**config.mk**
```make
export PLATFORM = sky130hd
export DESIGN_NAME = xbus_strobe_gen
export DESIGN_NICKNAME = d
export VERILOG_FILES = /design/src/rtl/xbus_pkg.sv /design/src/rtl/xbus_tick_ctr.sv /design/src/rtl/xbus_ale_gate.sv /design/src/rtl/xbus_strobe_decode.sv /design/src/rtl/xbus_strobe_gen.sv
export SDC_FILE = /design/constraint.sdc
export NUM_CORES = 1
export LEC_CHECK = 0
export BUFFER_PORTS_ARGS = -buffer_cell sky130_fd_sc_hd__buf_2
export CAP_MARGIN = 25
export CORE_ASPECT_RATIO = 1.1
export CORE_UTILIZATION = 35
export DETAILED_ROUTE_END_ITERATION = 16
export HOLD_SLACK_MARGIN = 0.05
export PLACE_DENSITY = 0.55
export SLEW_MARGIN = 20
export SYNTH_ARGS = -nofsm -noshare
export SYNTH_HDL_FRONTEND = slang
export SYNTH_SLANG_ARGS = --single-unit
```
**constraint.sdc**
```tcl
create_clock -name clk -period 3.6 [get_ports clk]
set_input_delay 0.18 -clock clk [delete_from_list [all_inputs] [get_ports clk]]
set_output_delay 0.18 -clock clk [all_outputs]
set_load 0.05 [all_outputs]
```
**src/rtl/xbus_pkg.sv**
```systemverilog
// Shared types for the external bus strobe generator.
// Assumes a cycle kind is a 2-bit code supplied once per machine cycle.
package xbus_pkg;
    typedef enum logic [1:0] {
        CYC_INT   = 2'd0,
        CYC_FETCH = 2'd1,
        CYC_RD    = 2'd2,
        CYC_WR    = 2'd3
    } cyc_kind_t;
endpackage

```
**src/rtl/xbus_tick_ctr.sv**
```systemverilog
// Tick counter: counts oscillator periods within a machine cycle.
// Assumes reset parks the count on the last tick so that the first edge after reset is tick 0.
module xbus_tick_ctr #(
    parameter int TICKS = 12,
    localparam int TW = $clog2(TICKS)
) (
    input  logic          clk,
    input  logic          rst_n,
    output logic [TW-1:0] tick_nxt,
    output logic          cyc_start
);
    localparam logic [TW-1:0] LAST = TW'(TICKS - 1);

    logic [TW-1:0] tick_q;

    // next tick value, wrapping at the end of the machine cycle
    always_comb begin
        cyc_start = (tick_q == LAST);
        tick_nxt  = cyc_start ? '0 : tick_q + 1'b1;
    end

    // tick register
    always_ff @(posedge clk) begin
        if (!rst_n) tick_q <= LAST;
        else        tick_q <= tick_nxt;
    end
endmodule

```
**src/rtl/xbus_ale_gate.sv**
```systemverilog
// Address-latch disable gate: decides if the software disable is in force.
// Assumes all mode inputs are synchronous to the oscillator clock.
module xbus_ale_gate (
    input  logic ale_off,
    input  logic table_op,
    input  logic idle,
    input  logic pdown,
    input  logic emul,
    input  logic ext_exec,
    output logic gate_off
);
    logic suspend;

    // the disable is in force only with no suspending or overriding condition
    always_comb begin
        suspend  = table_op | idle | pdown | emul;
        gate_off = ale_off & ~suspend & ~ext_exec;
    end
endmodule

```
**src/rtl/xbus_strobe_decode.sv**
```systemverilog
// Strobe decode: maps a tick number and cycle kind to the strobe levels.
// Assumes the cycle splits into two equal halves, each carrying one latch pulse and one code strobe.
module xbus_strobe_decode
    import xbus_pkg::*;
#(
    parameter int TICKS_PER_STATE = 2,
    parameter int STATES = 6,
    localparam int TICKS = TICKS_PER_STATE * STATES,
    localparam int TW = $clog2(TICKS)
) (
    input  logic [TW-1:0] tick,
    input  cyc_kind_t     kind,
    input  logic          gate_off,
    output logic          ale,
    output logic          psen_n,
    output logic          rd_n,
    output logic          wr_n
);
    localparam logic [TW-1:0] HALF     = TW'(TICKS / 2);
    localparam logic [TW-1:0] ALE_END  = TW'(TICKS_PER_STATE);
    localparam logic [TW-1:0] PS_BEG   = TW'(TICKS_PER_STATE);
    localparam logic [TW-1:0] PS_END   = TW'(TICKS_PER_STATE + 3);
    localparam logic [TW-1:0] DS_BEG   = TW'(TICKS_PER_STATE + 1);
    localparam logic [TW-1:0] DS_END   = TW'(TICKS_PER_STATE + 1 + TICKS / 2);

    logic [TW-1:0] hpos;
    logic          second;
    logic          data_cyc;
    logic          ds_win;

    // position inside the current half cycle
    always_comb begin
        second = (tick >= HALF);
        hpos   = second ? tick - HALF : tick;
    end

    // strobe levels for this tick
    always_comb begin
        data_cyc = (kind == CYC_RD) || (kind == CYC_WR);
        ds_win   = (tick >= DS_BEG) && (tick < DS_END);
        ale      = (hpos < ALE_END) && !(second && data_cyc) && !gate_off;
        psen_n   = !((kind == CYC_FETCH) && (hpos >= PS_BEG) && (hpos < PS_END));
        rd_n     = !((kind == CYC_RD) && ds_win);
        wr_n     = !((kind == CYC_WR) && ds_win);
    end
endmodule

```
**src/rtl/xbus_strobe_gen.sv**
```systemverilog
// External bus strobe generator top: counts ticks, latches the cycle kind,
// gates the address-latch strobe and registers all strobes glitch-free.
// Assumes cyc_kind is valid on the edge that starts tick 0.
module xbus_strobe_gen
    import xbus_pkg::*;
#(
    parameter int TICKS_PER_STATE = 2,
    parameter int STATES = 6
) (
    input  logic       clk,
    input  logic       rst_n,
    input  logic [1:0] cyc_kind,
    input  logic       ale_off,
    input  logic       table_op,
    input  logic       idle,
    input  logic       pdown,
    input  logic       emul,
    input  logic       ext_exec,
    output logic       ale,
    output logic       psen_n,
    output logic       rd_n,
    output logic       wr_n,
    output logic       ale_pullup
);
    localparam int TICKS = TICKS_PER_STATE * STATES;
    localparam int TW = $clog2(TICKS);

    logic [TW-1:0] tick_nxt;
    logic          cyc_start;
    cyc_kind_t     kind_q;
    cyc_kind_t     kind_nxt;
    logic          gate_off;
    logic          ale_d;
    logic          psen_d;
    logic          rd_d;
    logic          wr_d;

    xbus_tick_ctr #(.TICKS(TICKS)) ctr_i (
        .clk       (clk),
        .rst_n     (rst_n),
        .tick_nxt  (tick_nxt),
        .cyc_start (cyc_start)
    );

    xbus_ale_gate gate_i (
        .ale_off  (ale_off),
        .table_op (table_op),
        .idle     (idle),
        .pdown    (pdown),
        .emul     (emul),
        .ext_exec (ext_exec),
        .gate_off (gate_off)
    );

    // kind for the coming tick: a new one only when a cycle begins
    always_comb begin
        kind_nxt = cyc_start ? cyc_kind_t'(cyc_kind) : kind_q;
    end

    // cycle kind register
    always_ff @(posedge clk) begin
        if (!rst_n) kind_q <= CYC_INT;
        else        kind_q <= kind_nxt;
    end

    xbus_strobe_decode #(
        .TICKS_PER_STATE (TICKS_PER_STATE),
        .STATES          (STATES)
    ) dec_i (
        .tick     (tick_nxt),
        .kind     (kind_nxt),
        .gate_off (gate_off),
        .ale      (ale_d),
        .psen_n   (psen_d),
        .rd_n     (rd_d),
        .wr_n     (wr_d)
    );

    // output registers, idle levels in reset
    always_ff @(posedge clk) begin
        if (!rst_n) begin
            ale        <= 1'b0;
            psen_n     <= 1'b1;
            rd_n       <= 1'b1;
            wr_n       <= 1'b1;
            ale_pullup <= 1'b0;
        end else begin
            ale        <= ale_d;
            psen_n     <= psen_d;
            rd_n       <= rd_d;
            wr_n       <= wr_d;
            ale_pullup <= gate_off;
        end
    end
endmodule

```
==> impl_metrics.tcl <==
set metrics [dict create \
    status "complete, no violations" \
    fmax_ghz 0.447 \
    synth.avg_cell_area_um2 9.01 \
    num_vias 487 \
    ctsLongestPathBuffers 2 \
    whs_path_depth 2 \
    grt_start_max_net_pins 10 \
    worstPathArrival_ns 2.37 \
    initial_core_util_pct 37.0 \
    ant_nets 0 \
    cts_tree "done" \
    drt_first_pass_iters 4 \
    critPathMostFrequentCell "ha_1" \
    cellLeakagePower_nw 0.312 \
    cp.required_ns 3.74 \
    cp_cell_sequence "ha_1 > nand2b_1 > o21a_1 > inv_1 > ha_1 > nand2_1 > o21ai_1 > nor3_1 > mux2i_1 > o2111ai_1" \
    synthesis.area_um2 577 \
    start_kind "flip-flop" \
    setup_viol 0 \
    period_share_pct 62.1 \
    routed_wl_mm 1.05 \
    placed_cells 94 \
    fin_cells 98 \
    diodes 0 \
    core_area_mm2 0.00156 \
    globalplace.congestion 0.768 \
    die_x_um 40.7 \
    final_common_cell "buf_2" \
    r2r_slack_ns 1.36 \
    worstSkewPairLatency_ns 0.26 \
    synth_area_leaders "dfxtp_1 (38%), ha_1 (6.5%), nand2_1 (3.9%), mux2i_1 (3.5%), nor2_1 (3.3%)" \
    synth_cells 64 \
    path_max_fanout 5 \
    cts_root_buf "clkbuf_4" \
    criticalPathCategory "reg -> reg" \
    p_per_area_mw_per_mm2 568 \
    worst_pin_slew_ns 0.311 \
    ys_seq_elements 11 \
    dp_hpwl_um 811 \
    clk_pin_slew_ns 0.07 \
    fin_crit_ns 2.24 \
    die_area_mm2 0.00181 \
    ys_types 29 \
    routed_via_density 4.97 \
    dpl_cell_area_um2 663 \
    hold_start "rst_n" \
    slowest_stage "dfxtp_1" \
    clock-sinks 11 \
    fin_area_um2 689 \
    final_max_slew_viol_count 0 \
    portBuffers 14 \
    path_delay_family "simple AND/OR/NAND/NOR gates" \
    drt_iter0_drc 9 \
    final_hold_viol_count 0 \
    nNetsFinal 95 \
    nFillCells 162 \
    hold-path-endpoint "ctr_i.tick_q[0]" \
    synth-main-ff-cell "dfxtp_1" \
    startpoint "ctr_i.tick_q[0]" \
    maxSlewHeadroom_pct 78.7 \
    async_reset_ff_share_pct 0 \
    htreeDepth 1 \
    tritoncts.num_buffers 3 \
    seq_area_frac_synth_pct 38.2 \
    synth-edff-count 0 \
    yosysTopAreaCell "dfxtp_1" \
    final_cell_mix "buf_2 (14), dfxtp_1 (11), nand2_1 (6)" \
    worstRegToRegCells 10 \
    grt_pass1_vias 409 \
    holdBufCountCts 0 \
    antenna_found_initial 0 \
    setup-tns-final_ns 0 \
    drv_cap 0 \
    finClkSkew_ns 0.00263 \
    avgRoutedWirePerCell_um 10.8 \
    worstSetupEndpointType "flip-flop" \
    netlist.area_leader.share_pct 38.2 \
    ir_drop_mv 0.302 \
    gr-usage-all-layers_pct 13.2 \
    syn2layout_area_growth_pct 19.5 \
    io_pins 15 \
    max_stage_delay_ns 0.40 \
    drive_above_1_share_pct 28.4 \
    hold_slack_ns 0.111 \
    hold_path_class "in -> reg" \
    r2r-end "psen_n" \
    ctsResizeCount 0 \
    post_cts_buffers 0 \
    yosysWarnings 0 \
    reg2reg_from "ctr_i.tick_q[0]" \
    critical_path_buf_inv_count 1 \
    gr-total-overflow 0 \
    rsz0062_at_grt "false" \
    grt_pass1_wl_mm 1.66 \
    mappedNetlistNets 77 \
    drc_errors 0 \
    std_cell_rows 15 \
    die_y_um 44.6 \
]
-- worst register-to-register path, cell delays in order, from the launching register on --
cell and delay (ns):
dfxtp_1 0.40, ha_1 0.26, nand2b_1 0.19, o21a_1 0.23, inv_1 0.07, ha_1 0.22, nand2_1 0.09, o21ai_1 0.08
nor3_1 0.25, mux2i_1 0.21, o2111ai_1 0.12
-- area by class of cell --
type	count	area [µm²]	area share [%]
timing repair buffer	14	70.1	10.2
inverter	4	15.0	2.18
tap	17	21.3	3.09
multi-input combinational	48	337	48.8
clock buffer	4	26.3	3.81
sequential	11	220	31.9
-- where the power goes --
part           switching (mW)  internal (mW)  total (mW)
Combinational          0.0933         0.0659       0.159
Clock                  0.0388         0.0428      0.0817
Sequential             0.0131          0.137       0.151
Total                   0.145          0.246       0.391
-- Yosys cell counts (3+ instances only) --
master and instances:
nor2_1 5, inv_1 4, ha_1 3, nand2_1 6, dfxtp_1 11, o21ai_1 3
-- layer usage --
| metal | GRT usage [%] | part of all wire, % |
|---|---|---|
| met5 | 0 | 0 |
| met1 | 18.3 | 50 |
| met3 | 7.54 | 6.2 |
| met2 | 19.0 | 44 |
| met4 | 0 | 0 |
-- cell families after synthesis --
logic type	count (synthesis)	share of synthesized area, %
AO/OA/AOI/OAI	12	15.0
flip-flops	11	38.2
multiplexers	3	6.07
buffers and inverters	5	3.47
AND/OR/NAND/NOR	30	30.8
adder cells (fa/ha/maj)	3	6.51
-- worst max path at each step --
stage               slack, ns  depth (start not counted)      to
floorplan                1.63                         10  psen_n
global placement         1.34                         10  psen_n
detailed placement       1.37                         10  psen_n
CTS                      1.35                         10  psen_n
global route             1.20                         10  psen_n
finish                   1.36                         10  psen_n
-- metrics by stage --
| stage | power [mW] | utilization, % | setup WS (ns) |
|---|---|---|---|
| floorplan | 0.281 | - | 1.63 |
| global placement | 0.313 | 42.6 | 1.34 |
| detailed placement | 0.313 | 42.6 | 1.37 |
| CTS | 0.396 | 44.3 | 1.35 |
| global route | 0.419 | 44.3 | 1.20 |
| finish | 0.391 | 44.3 | 1.36 |
-- registers in the layout, summed over array words and instances, names as in the netlist --
| name | cells |
|---|---|
| ale | 1 |
| ale_pullup | 1 |
| ctr_i.tick_q | 4 |
| kind_q | 2 |
| psen_n | 1 |
| rd_n | 1 |
| wr_n | 1 |
(Power assumes the default switching activity.)
